[src/rtl/tmr_pkg.sv]
package tmr_pkg;
  localparam int unsigned NFLAG      = 2;
  localparam int unsigned FLG_OVF    = 0;
  localparam int unsigned FLG_MATCH  = 1;
  localparam int unsigned CTL_MODE   = 0;
  localparam int unsigned CTL_IE_OVF = 1;
  localparam int unsigned CTL_IE_MAT = 2;

  typedef enum logic [1:0] {
    SEL_COUNT = 2'd0,
    SEL_MATCH = 2'd1,
    SEL_CTRL  = 2'd2,
    SEL_FLAGS = 2'd3
  } reg_sel_e;

  typedef enum logic {
    MODE_FREE  = 1'b0,
    MODE_MATCH = 1'b1
  } mode_e;
endpackage

[src/rtl/tmr_ctrl_regs.sv]
module tmr_ctrl_regs
  import tmr_pkg::*;
#(
  parameter int unsigned W = 8
) (
  input  logic             clk,
  input  logic             rst_n,
  input  logic             wr_en,
  input  logic [1:0]       wr_sel,
  input  logic [W-1:0]     wr_data,
  output logic             load_o,
  output logic [W-1:0]     load_val_o,
  output logic [NFLAG-1:0] clr_o,
  output logic [W-1:0]     match_val_o,
  output mode_e            mode_o,
  output logic [NFLAG-1:0] ie_o
);
  reg_sel_e sel;
  logic     wr_match, wr_ctrl, wr_flags;

  assign sel      = reg_sel_e'(wr_sel);
  assign load_o   = wr_en && (sel == SEL_COUNT);
  assign wr_match = wr_en && (sel == SEL_MATCH);
  assign wr_ctrl  = wr_en && (sel == SEL_CTRL);
  assign wr_flags = wr_en && (sel == SEL_FLAGS);

  assign load_val_o = wr_data;
  assign clr_o      = wr_flags ? wr_data[NFLAG-1:0] : '0;

  always_ff @(posedge clk or negedge rst_n) begin
    if (!rst_n) begin
      match_val_o <= '0;
      mode_o      <= MODE_FREE;
      ie_o        <= '0;
    end else begin
      if (wr_match) match_val_o <= wr_data;
      if (wr_ctrl) begin
        mode_o            <= mode_e'(wr_data[CTL_MODE]);
        ie_o[FLG_OVF]     <= wr_data[CTL_IE_OVF];
        ie_o[FLG_MATCH]   <= wr_data[CTL_IE_MAT];
      end
    end
  end

  // configuration holds without a write to it
  p_match_hold_r9: assert property (@(posedge clk) disable iff (!rst_n)
    !wr_match |=> $stable(match_val_o));
  p_ctrl_hold_r9: assert property (@(posedge clk) disable iff (!rst_n)
    !wr_ctrl |=> ($stable(mode_o) && $stable(ie_o)));
  p_match_take_r9: assert property (@(posedge clk) disable iff (!rst_n)
    wr_match |=> (match_val_o == $past(wr_data)));
endmodule

[src/rtl/tmr_count_core.sv]
module tmr_count_core
  import tmr_pkg::*;
#(
  parameter int unsigned W = 8
) (
  input  logic         clk,
  input  logic         rst_n,
  input  logic         tick,
  input  mode_e        mode,
  input  logic [W-1:0] match_val,
  input  logic         load,
  input  logic [W-1:0] load_val,
  output logic [W-1:0] cnt_o,
  output logic         ev_wrap_o,
  output logic         ev_match_o
);
  localparam logic [W-1:0] TOP = '1;

  function automatic logic f_hit(input mode_e m, input logic [W-1:0] c,
                                 input logic [W-1:0] mv);
    return (m == MODE_MATCH) && (c == mv);
  endfunction

  function automatic logic [W-1:0] f_next(input logic ld, input logic [W-1:0] lv,
                                          input logic adv, input logic hit,
                                          input logic [W-1:0] c);
    if (ld)           return lv;
    else if (adv && hit) return '0;
    else if (adv)     return c + W'(1);
    else              return c;
  endfunction

  logic         adv, hit, at_top;
  logic [W-1:0] cnt_nxt;

  assign adv        = tick && !load;
  assign hit        = f_hit(mode, cnt_o, match_val);
  assign at_top     = (cnt_o == TOP);
  assign ev_match_o = adv && hit;
  assign ev_wrap_o  = adv && !hit && at_top;
  assign cnt_nxt    = f_next(load, load_val, adv, hit, cnt_o);

  always_ff @(posedge clk or negedge rst_n) begin
    if (!rst_n) cnt_o <= '0;
    else        cnt_o <= cnt_nxt;
  end

  // a load always wins
  p_load_wins_r6: assert property (@(posedge clk) disable iff (!rst_n)
    load |=> (cnt_o == $past(load_val)));
  // free-running tick adds exactly one (wrapping)
  p_free_step_r2: assert property (@(posedge clk) disable iff (!rst_n)
    (tick && !load && mode == MODE_FREE) |=> (cnt_o == $past(cnt_o) + W'(1)));
  // no tick, no load, no change
  p_hold_r3: assert property (@(posedge clk) disable iff (!rst_n)
    (!tick && !load) |=> $stable(cnt_o));
  // a match edge leaves zero
  p_match_zero_r4: assert property (@(posedge clk) disable iff (!rst_n)
    ev_match_o |=> (cnt_o == '0));
  // a wrap event leaves zero
  p_wrap_zero_r5: assert property (@(posedge clk) disable iff (!rst_n)
    ev_wrap_o |=> (cnt_o == '0));
endmodule

[src/rtl/tmr_flag_reg.sv]
module tmr_flag_reg
  import tmr_pkg::*;
#(
  parameter int unsigned N = NFLAG
) (
  input  logic         clk,
  input  logic         rst_n,
  input  logic [N-1:0] set_i,
  input  logic [N-1:0] clr_i,
  output logic [N-1:0] flag_o
);
  for (genvar i = 0; i < N; i++) begin : g_flag
    always_ff @(posedge clk or negedge rst_n) begin
      if (!rst_n) flag_o[i] <= 1'b0;
      else        flag_o[i] <= set_i[i] | (flag_o[i] & ~clr_i[i]);
    end

    // set wins over clear
    p_set_wins_r7: assert property (@(posedge clk) disable iff (!rst_n)
      set_i[i] |=> flag_o[i]);
    // a lone clear drops the flag
    p_clear_r7: assert property (@(posedge clk) disable iff (!rst_n)
      (clr_i[i] && !set_i[i]) |=> !flag_o[i]);
    // no event, no change
    p_flag_hold_r7: assert property (@(posedge clk) disable iff (!rst_n)
      (!clr_i[i] && !set_i[i]) |=> $stable(flag_o[i]));
  end
endmodule

[src/rtl/tick_timer8.sv]
module tick_timer8
  import tmr_pkg::*;
#(
  parameter int unsigned W = 8
) (
  input  logic             clk,
  input  logic             rst_n,
  input  logic             count_en,
  input  logic             wr_en,
  input  logic [1:0]       wr_sel,
  input  logic [W-1:0]     wr_data,
  output logic [W-1:0]     count_o,
  output logic [NFLAG-1:0] flags_o,
  output logic             irq_o
);
  logic             load;
  logic [W-1:0]     load_val;
  logic [NFLAG-1:0] clr;
  logic [W-1:0]     match_val;
  mode_e            mode;
  logic [NFLAG-1:0] ie;
  logic             ev_wrap, ev_match;
  logic [NFLAG-1:0] set_vec;

  tmr_ctrl_regs #(.W(W)) u_regs (
    .clk(clk), .rst_n(rst_n), .wr_en(wr_en), .wr_sel(wr_sel), .wr_data(wr_data),
    .load_o(load), .load_val_o(load_val), .clr_o(clr),
    .match_val_o(match_val), .mode_o(mode), .ie_o(ie)
  );

  tmr_count_core #(.W(W)) u_core (
    .clk(clk), .rst_n(rst_n), .tick(count_en), .mode(mode), .match_val(match_val),
    .load(load), .load_val(load_val), .cnt_o(count_o),
    .ev_wrap_o(ev_wrap), .ev_match_o(ev_match)
  );

  always_comb begin
    set_vec            = '0;
    set_vec[FLG_OVF]   = ev_wrap;
    set_vec[FLG_MATCH] = ev_match;
  end

  tmr_flag_reg #(.N(NFLAG)) u_flags (
    .clk(clk), .rst_n(rst_n), .set_i(set_vec), .clr_i(clr), .flag_o(flags_o)
  );

  assign irq_o = |(flags_o & ie);

  // no request without a pending flag
  p_irq_needs_flag_r8: assert property (@(posedge clk) disable iff (!rst_n)
    irq_o |-> (flags_o != '0));
  // wrap and match never fire together
  p_one_event_r4: assert property (@(posedge clk) disable iff (!rst_n)
    $onehot0({ev_wrap, ev_match}));
endmodule

[config.mk]
export PLATFORM = sky130hd
export DESIGN_NAME = tick_timer8
export DESIGN_NICKNAME = d
export VERILOG_FILES = /design/src/rtl/tmr_pkg.sv /design/src/rtl/tmr_ctrl_regs.sv /design/src/rtl/tmr_count_core.sv /design/src/rtl/tmr_flag_reg.sv /design/src/rtl/tick_timer8.sv
export SDC_FILE = /design/constraint.sdc
export NUM_CORES = 1
export LEC_CHECK = 0
export CAP_MARGIN = 20
export CELL_PAD_IN_SITES_DETAIL_PLACEMENT = 0
export CELL_PAD_IN_SITES_GLOBAL_PLACEMENT = 1
export CORE_MARGIN = 8
export CORE_UTILIZATION = 41
export DETAILED_ROUTE_END_ITERATION = 8
export GPL_ROUTABILITY_DRIVEN = 1
export PLACE_DENSITY_LB_ADDON = 0.1
export SYNTH_ARGS = -nofsm -noshare
export SYNTH_HDL_FRONTEND = slang
export SYNTH_SLANG_ARGS = --single-unit
export TNS_END_PERCENT = 20
[constraint.sdc]
create_clock -name clk -period 2.1 [get_ports clk]
set_input_delay 0.315 -clock clk [delete_from_list [all_inputs] [get_ports clk]]
set_output_delay 0.315 -clock clk [all_outputs]
set_load 0.02 [all_outputs]
==> results of run 1 <==
-- state kept, by name, summed over array words and instances (netlist names) --
register,flops
u_regs.match_val_o,8
u_flags.flag_o,2
u_regs.ie_o,2
u_regs.mode_o,1
u_core.cnt_o,8
-- worst max-delay path: stages (launching register included) --
cell	delay [ns]
dfrtp_1	0.42
a22o_1	0.24
clkdlybuf4s50_1	0.54
-- stage by stage --
step	cell area, um2	total power, mW
floorplan	1137	0.8300
global placement	1430	1.008
detailed placement	1430	1.019
CTS	1458	1.234
global route	1458	1.294
finish	1458	1.214
-- cell families (layout without fill, tap and decap cells) --
group | after synthesis | count (layout)
AO/OA/AOI/OAI | 19 | 19
XOR/XNOR | 10 | 10
adder cells (fa/ha/maj) | 1 | 1
buffers and inverters | 4 | 34
flip-flops | 21 | 21
multiplexers | 11 | 11
AND/OR/NAND/NOR | 39 | 39
-- Yosys cell counts --
master / instances
and3_1: 4
o311ai_0: 1
a211oi_1: 2
a21oi_1: 2
a22o_1: 2
ha_1: 1
buf_4: 1
nor3_1: 1
nor2_1: 6
o311ai_1: 1
o22ai_1: 1
buf_6: 1
inv_1: 1
nand2_1: 7
nor3_2: 1
nand3b_1: 2
nand4_1: 8
dfrtp_1: 21
xor2_1: 1
o32ai_1: 1
o21ai_1: 1
xnor2_1: 9
or3_1: 3
a211o_1: 1
mux2_2: 11
o31ai_1: 3
or4_1: 1
nor3b_2: 1
o21ai_0: 3
nand3_1: 4
buf_2: 1
or3b_1: 1
a211oi_2: 1
-- where the power goes --
group,leakage (nW),switching (mW),internal [mW]
logic,0.296,0.196,0.232
registers,0.258,0.0979,0.484
clock network,0.0177,0.133,0.0714
total,0.571,0.427,0.787
-- layer usage --
layer	vias to the layer above	GRT usage, %	wire (um)
met5	-	0	0
met1	456	18.04	1284
li1	455	-	-
met4	0	6.905	59
met2	23	19.51	1317
met3	5	3.393	196
-- placed cells by master, fill, tap and decap left out --
cell type / count
clkdlybuf4s50_1: 24
dfrtp_1: 21
mux2_2: 11
xnor2_1: 9
nand4_1: 8
nand2_1: 7
nor2_1: 6
buf_4: 5
nand3_1: 4
and3_1: 4
o21ai_0: 3
o31ai_1: 3
or3_1: 3
clkbuf_4: 3
a22o_1: 2
nand3b_1: 2
a211oi_1: 2
a21oi_1: 2
or3b_1: 1
nor3_2: 1
nor3_1: 1
nor3b_2: 1
xor2_1: 1
or4_1: 1
o311ai_0: 1
o311ai_1: 1
a211oi_2: 1
inv_1: 1
o22ai_1: 1
o32ai_1: 1
a211o_1: 1
o21ai_1: 1
ha_1: 1
clkinv_2: 1
-- layout make-up --
| class | instances | area [um2] | share of cell area [%] |
|---|---|---|---|
| inverter | 1 | 3.754 | 0.2575 |
| sequential | 21 | 525.5 | 36.05 |
| timing repair buffer | 29 | 277.8 | 19.06 |
| tap | 31 | 38.79 | 2.661 |
| multi-input combinational | 80 | 584.3 | 40.09 |
| clock buffer | 3 | 22.52 | 1.545 |
| clock inverter | 1 | 5.005 | 0.3433 |
-- worst max-delay path by stage --
stage | slack (ns) | depth (start not counted) | from | end
2_1_floorplan | 0.59 | 5 | u_core.cnt_o[0] | u_core.cnt_o[4]
3_3_place_gp | 0.25 | 5 | wr_en | u_core.cnt_o[0]
3_5_place_dp | 0.23 | 6 | wr_en | u_core.cnt_o[7]
4_1_cts | 0.24 | 2 | u_flags.flag_o[0] | irq_o
5_1_grt | 0.21 | 2 | u_flags.flag_o[0] | irq_o
6_report | 0.27 | 2 | u_flags.flag_o[0] | irq_o
==> impl_metrics.json, run 1 <==
{
  "start_kind": "flop",
  "regToRegSetupSlack_ns": 0.42,
  "final_cell_count_no_fill": 166,
  "synthAdderAreaFrac_pct": 1.100,
  "r2r_cells": 4,
  "finish.utilization_pct": 54.26,
  "synth_mux_area_share_pct": 10.89,
  "finalHoldViolCount": 0,
  "cts_tree": "built",
  "synth_xor_area_share_pct": 7.701,
  "clk_path_buf_depth": 2,
  "cts_resized": 0,
  "worst-setup-path-type": "flop to primary output",
  "gp_congestion": 0.8184,
  "grt_max_degree": 22,
  "min_period_ns": 1.829,
  "dpl.hpwl_mm": 2.095,
  "cap_violations": 0,
  "postCtsSetupBuffers": 0,
  "start_util_pct": 42.34,
  "insertion_delay_ns": 0.31,
  "grt_pass1_wl_mm": 4.781,
  "netlist_top_cells_area": "dfrtp_1 (46%), mux2_2 (11%), xnor2_1 (6.9%)",
  "num_vias": 939,
  "synth_cells": 105,
  "row_count": 19,
  "dpl_worst_slack_ns": 0.2285,
  "diodes": 0,
  "design.core.area_um2": 2686,
  "track_usage_pct": 13.46,
  "area_delta_synth_final_pct": 28.16,
  "grt_pass1_vias": 983,
  "dr.pass1.iters": 4,
  "drive_gt1_share_pct": 17.04,
  "tightest_slew_ns": 0.5259,
  "fp.dieArea_um2": 4716,
  "portBuffers": 24,
  "pin_count": 25,
  "maxSlewHeadroom_pct": 64.75,
  "crit_arrival_ns": 1.51,
  "avgSynthCellArea_um2": 10.83,
  "ys_warn_count": 0,
  "syn_nets": 120,
  "wl_per_cell_um": 17.21,
  "nFillCells": 256,
  "gr-total-overflow": 0,
  "antenna_found_initial": 0,
  "crit-reg2reg-launch": "u_core.cnt_o[4]",
  "rsz0062_at_grt": "no",
  "status": "finished clean",
  "synth_top_family_by_area": "simple AND/OR/NAND/NOR gates",
  "htreeDepth": 1,
  "cts_root_buf": "clkbuf_4",
  "yosysSeqAreaShare_pct": 46.20,
  "final_nets": 151,
  "setup_viol": 0,
  "p_per_area_nw_per_um2": 832.8,
  "timing.hold.ws_ns": 0.3264,
  "remaining_drc_errors": 0,
  "syn_area_um2": 1137,
  "clkTransAtPathRegs_ns": 0.12,
  "postCtsHoldBufs": 0,
  "vdd_drop_max_mv": 0.4545,
  "wirelength_mm": 2.857,
  "dp.cells": 162,
  "antenna_left": 0,
  "period_share_pct": 87.08,
  "cts_made_buffers": 3,
  "synth_cell_types": 33,
  "numClockSinks": 21,
  "drt_iter0_drc": 37,
  "fp.dieH_um": 68.67,
  "die_x_um": 68.67,
  "worst_slack_ns": 0.2713,
  "skew_ns": 0.001894,
  "p_leak_nw": 0.5713,
  "worstPathRequired_ns": 1.78,
  "crit_fanout": 3,
  "cp-end-kind": "primary output",
  "finalMaxSlewViolations": 0,
  "setup_tns_ns": 0,
  "vias_per_cell": 5.657,
  "max_freq_ghz": 0.5468,
  "hold_path.class": "input pin to asynchronous set/reset pin",
  "yosysTopAreaCellShare_pct": 46.20,
  "rr_endpoint": "u_core.cnt_o[7]",
  "synthSimpleGateAreaFrac_pct": 19.47,
  "synth_compound_area_share_pct": 12.21,
  "ys_ff_latch": 21,
  "yosys.area.top_type": "dfrtp_1"
}
(Power assumes the default switching activity.)
==> inputs of run 2 (changes only) <==
- TNS_END_PERCENT: 20 -> 50
==> results of run 2 <==
No change in the layout: final DEF, timing and power equal those of run 1.
